$ cat src/rtl/blkser_pkg.sv
package blkser_pkg;

    typedef enum logic [1:0] {
        ST_ARMED  = 2'd0,
        ST_ACTIVE = 2'd1,
        ST_FULL   = 2'd2
    } blk_state_e;

    typedef struct packed {
        logic sc1;
        logic sc2;
        logic sc3;
        logic sd1;
        logic sd2;
    } sync_t;

endpackage

$ cat src/rtl/blkser_sync.sv
module blkser_sync
    import blkser_pkg::*;
(
    input  logic clk,
    input  logic rst_n,
    input  logic sclk_i,
    input  logic sdi_i,
    output logic rise_o,
    output logic fall_o,
    output logic sdi_o
);

    sync_t sync_d, sync_q;

    always_comb begin
        sync_d     = sync_q;
        sync_d.sc1 = sclk_i;
        sync_d.sc2 = sync_q.sc1;
        sync_d.sc3 = sync_q.sc2;
        sync_d.sd1 = sdi_i;
        sync_d.sd2 = sync_q.sd1;
    end

    always_ff @(posedge clk or negedge rst_n) begin
        if (!rst_n) sync_q <= '0;
        else        sync_q <= sync_d;
    end

    // data sampled at the same stage as the clock level used for edges
    assign rise_o = sync_q.sc2 & ~sync_q.sc3;
    assign fall_o = ~sync_q.sc2 & sync_q.sc3;
    assign sdi_o  = sync_q.sd2;

endmodule

$ cat src/rtl/blkser_tmo.sv
module blkser_tmo #(
    parameter int TMO_W = 16
) (
    input  logic             clk,
    input  logic             rst_n,
    input  logic             edge_i,
    input  logic [TMO_W-1:0] limit_i,
    output logic             expired_o
);

    logic [TMO_W-1:0] cnt_d, cnt_q;

    always_comb begin
        cnt_d = cnt_q;
        if (edge_i)                cnt_d = '0;
        else if (cnt_q < limit_i)  cnt_d = cnt_q + 1'b1;
    end

    always_ff @(posedge clk or negedge rst_n) begin
        if (!rst_n) cnt_q <= '0;
        else        cnt_q <= cnt_d;
    end

    assign expired_o = (cnt_q >= limit_i);

endmodule

$ cat src/rtl/blkser_core.sv
module blkser_core
    import blkser_pkg::*;
#(
    parameter int BYTES = 8,
    parameter int BITS  = 8
) (
    input  logic                   clk,
    input  logic                   rst_n,
    input  logic                   rise_i,
    input  logic                   fall_i,
    input  logic                   sdi_i,
    input  logic                   expired_i,
    input  logic [BYTES*BITS-1:0]  tx_block_i,
    output logic                   sdo_o,
    output logic [BYTES*BITS-1:0]  rx_block_o,
    output logic                   done_o,
    output blk_state_e             state_o,
    output logic [$clog2(BYTES*BITS):0] bitcnt_o
);

    localparam int NBITS = BYTES * BITS;
    localparam int IDXW  = $clog2(NBITS);
    localparam int CNTW  = IDXW + 1;
    localparam logic [CNTW-1:0] LAST = CNTW'(NBITS - 1);
    localparam logic [CNTW-1:0] FULLCNT = CNTW'(NBITS);

    typedef struct packed {
        blk_state_e        state;
        logic [CNTW-1:0]   bitcnt;
        logic [NBITS-1:0]  txsh;
        logic [NBITS-1:0]  rxsh;
        logic [NBITS-1:0]  rxout;
        logic              sdo;
        logic              done;
    } core_t;

    core_t c_d, c_q;
    logic  heading;

    assign heading = rise_i & ((c_q.state == ST_ARMED) | expired_i);

    always_comb begin
        c_d      = c_q;
        c_d.done = 1'b0;
        if (heading) begin
            c_d.rxsh    = '0;
            c_d.rxsh[0] = sdi_i;
            c_d.bitcnt  = CNTW'(1);
            c_d.state   = ST_ACTIVE;
        end else if (expired_i) begin
            c_d.state  = ST_ARMED;
            c_d.bitcnt = '0;
            c_d.txsh   = tx_block_i;
            c_d.sdo    = tx_block_i[0];
        end else begin
            unique case (c_q.state)
                ST_ARMED: begin
                    c_d.txsh = tx_block_i;
                    c_d.sdo  = tx_block_i[0];
                end
                ST_ACTIVE: begin
                    if (rise_i) begin
                        c_d.rxsh[c_q.bitcnt[IDXW-1:0]] = sdi_i;
                        if (c_q.bitcnt == LAST) begin
                            c_d.rxout  = c_d.rxsh;
                            c_d.done   = 1'b1;
                            c_d.state  = ST_FULL;
                            c_d.bitcnt = FULLCNT;
                        end else begin
                            c_d.bitcnt = c_q.bitcnt + 1'b1;
                        end
                    end
                    if (fall_i) begin
                        c_d.sdo = c_q.txsh[c_q.bitcnt[IDXW-1:0]];
                    end
                end
                default: begin
                    // full block: serial clocks are discarded
                end
            endcase
        end
    end

    always_ff @(posedge clk or negedge rst_n) begin
        if (!rst_n) begin
            c_q.state  <= ST_ARMED;
            c_q.bitcnt <= '0;
            c_q.txsh   <= '0;
            c_q.rxsh   <= '0;
            c_q.rxout  <= '0;
            c_q.sdo    <= 1'b0;
            c_q.done   <= 1'b0;
        end else begin
            c_q <= c_d;
        end
    end

    assign sdo_o      = c_q.sdo;
    assign rx_block_o = c_q.rxout;
    assign done_o     = c_q.done;
    assign state_o    = c_q.state;
    assign bitcnt_o   = c_q.bitcnt;

endmodule

$ cat src/rtl/blkser_slave.sv
module blkser_slave
    import blkser_pkg::*;
#(
    parameter int BYTES = 8,
    parameter int BITS  = 8,
    parameter int TMO_W = 16
) (
    input  logic                  clk,
    input  logic                  rst_n,
    input  logic                  sclk_i,
    input  logic                  sdi_i,
    output logic                  sdo_o,
    input  logic [TMO_W-1:0]      tmo_limit_i,
    input  logic [BYTES*BITS-1:0] tx_block_i,
    output logic [BYTES*BITS-1:0] rx_block_o,
    output logic                  done_o
);

    localparam int CNTW = $clog2(BYTES*BITS) + 1;

    logic            sc_rise;
    logic            sc_fall;
    logic            sd_sync;
    logic            expired;
    blk_state_e      core_state;
    logic [CNTW-1:0] core_bitcnt;

    blkser_sync u_sync (
        .clk    (clk),
        .rst_n  (rst_n),
        .sclk_i (sclk_i),
        .sdi_i  (sdi_i),
        .rise_o (sc_rise),
        .fall_o (sc_fall),
        .sdi_o  (sd_sync)
    );

    blkser_tmo #(.TMO_W(TMO_W)) u_tmo (
        .clk       (clk),
        .rst_n     (rst_n),
        .edge_i    (sc_rise | sc_fall),
        .limit_i   (tmo_limit_i),
        .expired_o (expired)
    );

    blkser_core #(.BYTES(BYTES), .BITS(BITS)) u_core (
        .clk        (clk),
        .rst_n      (rst_n),
        .rise_i     (sc_rise),
        .fall_i     (sc_fall),
        .sdi_i      (sd_sync),
        .expired_i  (expired),
        .tx_block_i (tx_block_i),
        .sdo_o      (sdo_o),
        .rx_block_o (rx_block_o),
        .done_o     (done_o),
        .state_o    (core_state),
        .bitcnt_o   (core_bitcnt)
    );

endmodule

$ cat config.mk
export PLATFORM = sky130hd
export DESIGN_NAME = blkser_slave
export DESIGN_NICKNAME = d
export VERILOG_FILES = /design/src/rtl/blkser_pkg.sv /design/src/rtl/blkser_sync.sv /design/src/rtl/blkser_tmo.sv /design/src/rtl/blkser_core.sv /design/src/rtl/blkser_slave.sv
export SDC_FILE = /design/constraint.sdc
export NUM_CORES = 1
export LEC_CHECK = 0
export CORE_MARGIN = 2
export CORE_UTILIZATION = 45
export CTS_CLUSTER_DIAMETER = 150
export DETAILED_ROUTE_END_ITERATION = 7
export DONT_BUFFER_PORTS = 1
export GPL_ROUTABILITY_DRIVEN = 1
export MAX_ROUTING_LAYER = met4
export SLEW_MARGIN = 20
export SYNTH_ARGS = -nofsm -noshare
export SYNTH_HDL_FRONTEND = slang
export SYNTH_HIERARCHICAL = 1
export SYNTH_SLANG_ARGS = --single-unit
$ cat constraint.sdc
create_clock -name clk -period 6.9 [get_ports clk]
set_input_delay 0.345 -clock clk [delete_from_list [all_inputs] [get_ports clk]]
set_output_delay 0.345 -clock clk [all_outputs]
set_load 0.01 [all_outputs]
==> metrics.csv <==
stage,metric,value,unit
layout,area of the multi-input gates,0.00504,mm2
layout,layout cell share with drive strength beyond 1,15.1,%
critical_path,CP Cell Sequence,ha_1 > nand4_1 > or4_4 > a21oi_4 > nor3_1 > o21ai_0 > a21oi_1 > nor2_4 > buf_4 > mux2_2,
critical_path,"Arr. time, crit path",4.91,ns
detailed_routing,drt total wl,26.9,mm
floorplan,Die X,164,um
detailed_routing,DRT iter0 DRCs,515,
critical_path,R2R Setup Slk,2.39,ns
critical_path,CP required,7.31,ns
hold_path,Tightest Hold Check Type,in -> reg,
synth,syn_area_per_cell,10.2,um2
floorplan,I/O pin cnt,150,
critical_path,CP endpoint kind,register,
timing,FMAX,0.222,GHz
clock_tree,post-CTS setup buffer count,0,
detailed_routing,DRC,0,
timing,slew margin rel.,32.3,%
timing,setup TNS,0,ns
detailed_routing,Detail Route Antenna Nets,0,
layout,Area Growth Syn to Fin,11.7,%
hold_path,WHS Path Cells,4,
clock_tree,clock buffer count from CTS,26,
layout,"commonest non-fill, non-tap cell in the layout",dfrtp_1,
clock_tree,# hold bufs at CTS,68,
global_route,vias in the first global route,7997,
global_route,GRT Overall Usage,20.8,%
clock_tree,CTS tree,yes,
placement,IO buf count,0,
timing,Worst Max-Slew Pin Slew,1.01,ns
synth,Synth Net Count,1235,
layout,nets,1203,
clock_tree,CTS resizes,0,
critical_path,r2r endpoint,u_core/c_q[173]$_DFFE_PN0P_,
critical_path,Startpoint Class,register,
clock_tree,Max Buffers Root-to-Sink,3,
timing,"Setup violations, final",0,
critical_path,slowest library cell on the worst path,nor2_4,
layout,antenna cells,0,
timing,fin. max-slew vios,0,
global_route,first-pass GRT wire length,43.7,mm
floorplan,core area,0.0253,mm2
detailed_routing,DRT Pass-1 Iters,5,
timing,Fin. Hold Viols,0,
power,peak supply drop,0.166,mV
floorplan,# rows,58,
timing,post-layout min period,4.51,ns
clock_tree,Clock transition at path regs,0.06,ns
layout,"commonest non-fill, non-tap cells in the layout","dfrtp_1, nor2_1, a21oi_1",
placement,dpl cell area,0.0112,mm2
critical_path,Worst Path Max Fanout,36,
layout,Finished Cell Area,0.0129,mm2
power,leak pwr,5.91,nW
clock_tree,H-tree levels,1,
placement,post-DP HPWL,16.4,mm
detailed_routing,wire per inst,18.6,um
critical_path,crit-path max cell delay,0.71,ns
synth,Synth Cell Area,0.0116,mm2
timing,clk_skew,0.0246,ns
global_route,largest net degree at the start of global routing,225,
global_route,initial antenna violation count,0,
hold_path,hold endpoint,u_core/sdo_o$_DFFE_PN0P_,
floorplan,die area,0.0270,mm2
detailed_routing,Via Count,8059,
floorplan,Initial Util,45.8,%
run,max-capacitance violation count,0,
detailed_routing,vias per cell,5.55,
layout,fill count,2275,
synth,Yosys warning total,6,
timing,RSZ-0062 raised after global routing,no,
timing,final worst path period share,65.4,%
critical_path,path type of the worst setup path,reg -> reg,
clock_tree,clk_lat worst skew,0.54,ns
clock_tree,CTS root buffer,clkbuf_16,
critical_path,Reg2Reg Depth,10,
synth,Mapped Cells,1133,
layout,Reg area,0.00561,mm2
placement,gpl congestion,0.787,
power,PD cells,229,mW/mm2
hold_path,HP Start,tx_block_i[0],
run_status,run status,finished clean,
floorplan,Die Height,164,um
critical_path,Crit Reg-Reg Startpoint,u_tmo/cnt_q[13]$_DFFE_PN0P_,
clock_tree,clock tree sinks,224,
global_route,Overflow after GRT,0,
==> per-stage QoR <==
step	hold WS (ns)	util, %	instances	worst slack [ns]	power, mW
after CTS	0.108	51.0	1450	2.37	3.00
after global routing	0.143	51.2	1451	2.08	3.08
after floorplan	0.0494	-	1133	3.80	1.39
final	0.119	51.2	1451	2.39	2.96
after global placement	0.0573	44.5	1334	2.48	1.41
after detailed placement	0.0570	44.5	1334	2.40	1.41
==> routing by layer <==
metal	GRT usage [%]	up-vias	share of wire (%)
li1	-	3874	-
met1	28.6	3944	47
met2	32.5	207	46
met3	3.52	34	5.5
met4	4.86	0	1.7
met5	-	-	0
==> sequential cells by signal, indices dropped and copies added, names as in the netlist <==
name / cells
u_core/c_q: 128
u_core/rx_block_o: 64
u_tmo/cnt_q: 16
u_core/bitcnt_o: 7
u_sync/sync_d: 3
u_core/state_o: 2
u_core/done_o: 1
u_core/sdo_o: 1
u_sync/sdi_o: 1
u_sync/sync_q: 1
==> power breakdown <==
part	internal (mW)	total, mW	switching, mW
logic	0.0496	0.119	0.0691
clock network	0.944	1.52	0.574
registers	1.32	1.33	0.00605
==> how the worst max path moves through the flow <==
stage          cells after the start  slack, ns                        start                           to
6_report                          10       2.39  u_tmo/cnt_q[13]$_DFFE_PN0P_  u_core/c_q[173]$_DFFE_PN0P_
5_1_grt                           10       2.08  u_tmo/cnt_q[13]$_DFFE_PN0P_  u_core/c_q[185]$_DFFE_PN0P_
4_1_cts                           10       2.37  u_tmo/cnt_q[11]$_DFFE_PN0P_  u_core/c_q[132]$_DFFE_PN0P_
3_5_place_dp                      10       2.40  u_tmo/cnt_q[11]$_DFFE_PN0P_  u_core/c_q[132]$_DFFE_PN0P_
3_3_place_gp                      10       2.48  u_tmo/cnt_q[11]$_DFFE_PN0P_  u_core/c_q[177]$_DFFE_PN0P_
2_1_floorplan                     13       3.80  u_tmo/cnt_q[13]$_DFFE_PN0P_  u_core/c_q[101]$_DFFE_PN0P_
==> critical path, delay by kind of cell, from the launching register on <==
| kind | cells | cell delay [ns] |
|---|---|---|
| AND/OR/NAND/NOR | 4 | 1.70 |
| AO/OA/AOI/OAI | 3 | 1.03 |
| buffers and inverters | 1 | 0.54 |
| flip-flops | 1 | 0.41 |
| multiplexers | 1 | 0.39 |
| adder cells (fa/ha/maj) | 1 | 0.31 |
==> area by class of cell <==
| cell class | count | share of cell area (%) |
|---|---|---|
| clock buffers | 34 | 5.73 |
| flip-flops and latches | 224 | 43.4 |
| repair buffers | 83 | 6.43 |
| multi-input cells | 744 | 39.0 |
| well taps | 330 | 3.19 |
| inverters | 22 | 0.639 |
| clock inverters | 14 | 1.66 |
Power figures use the tool's default switching activity.
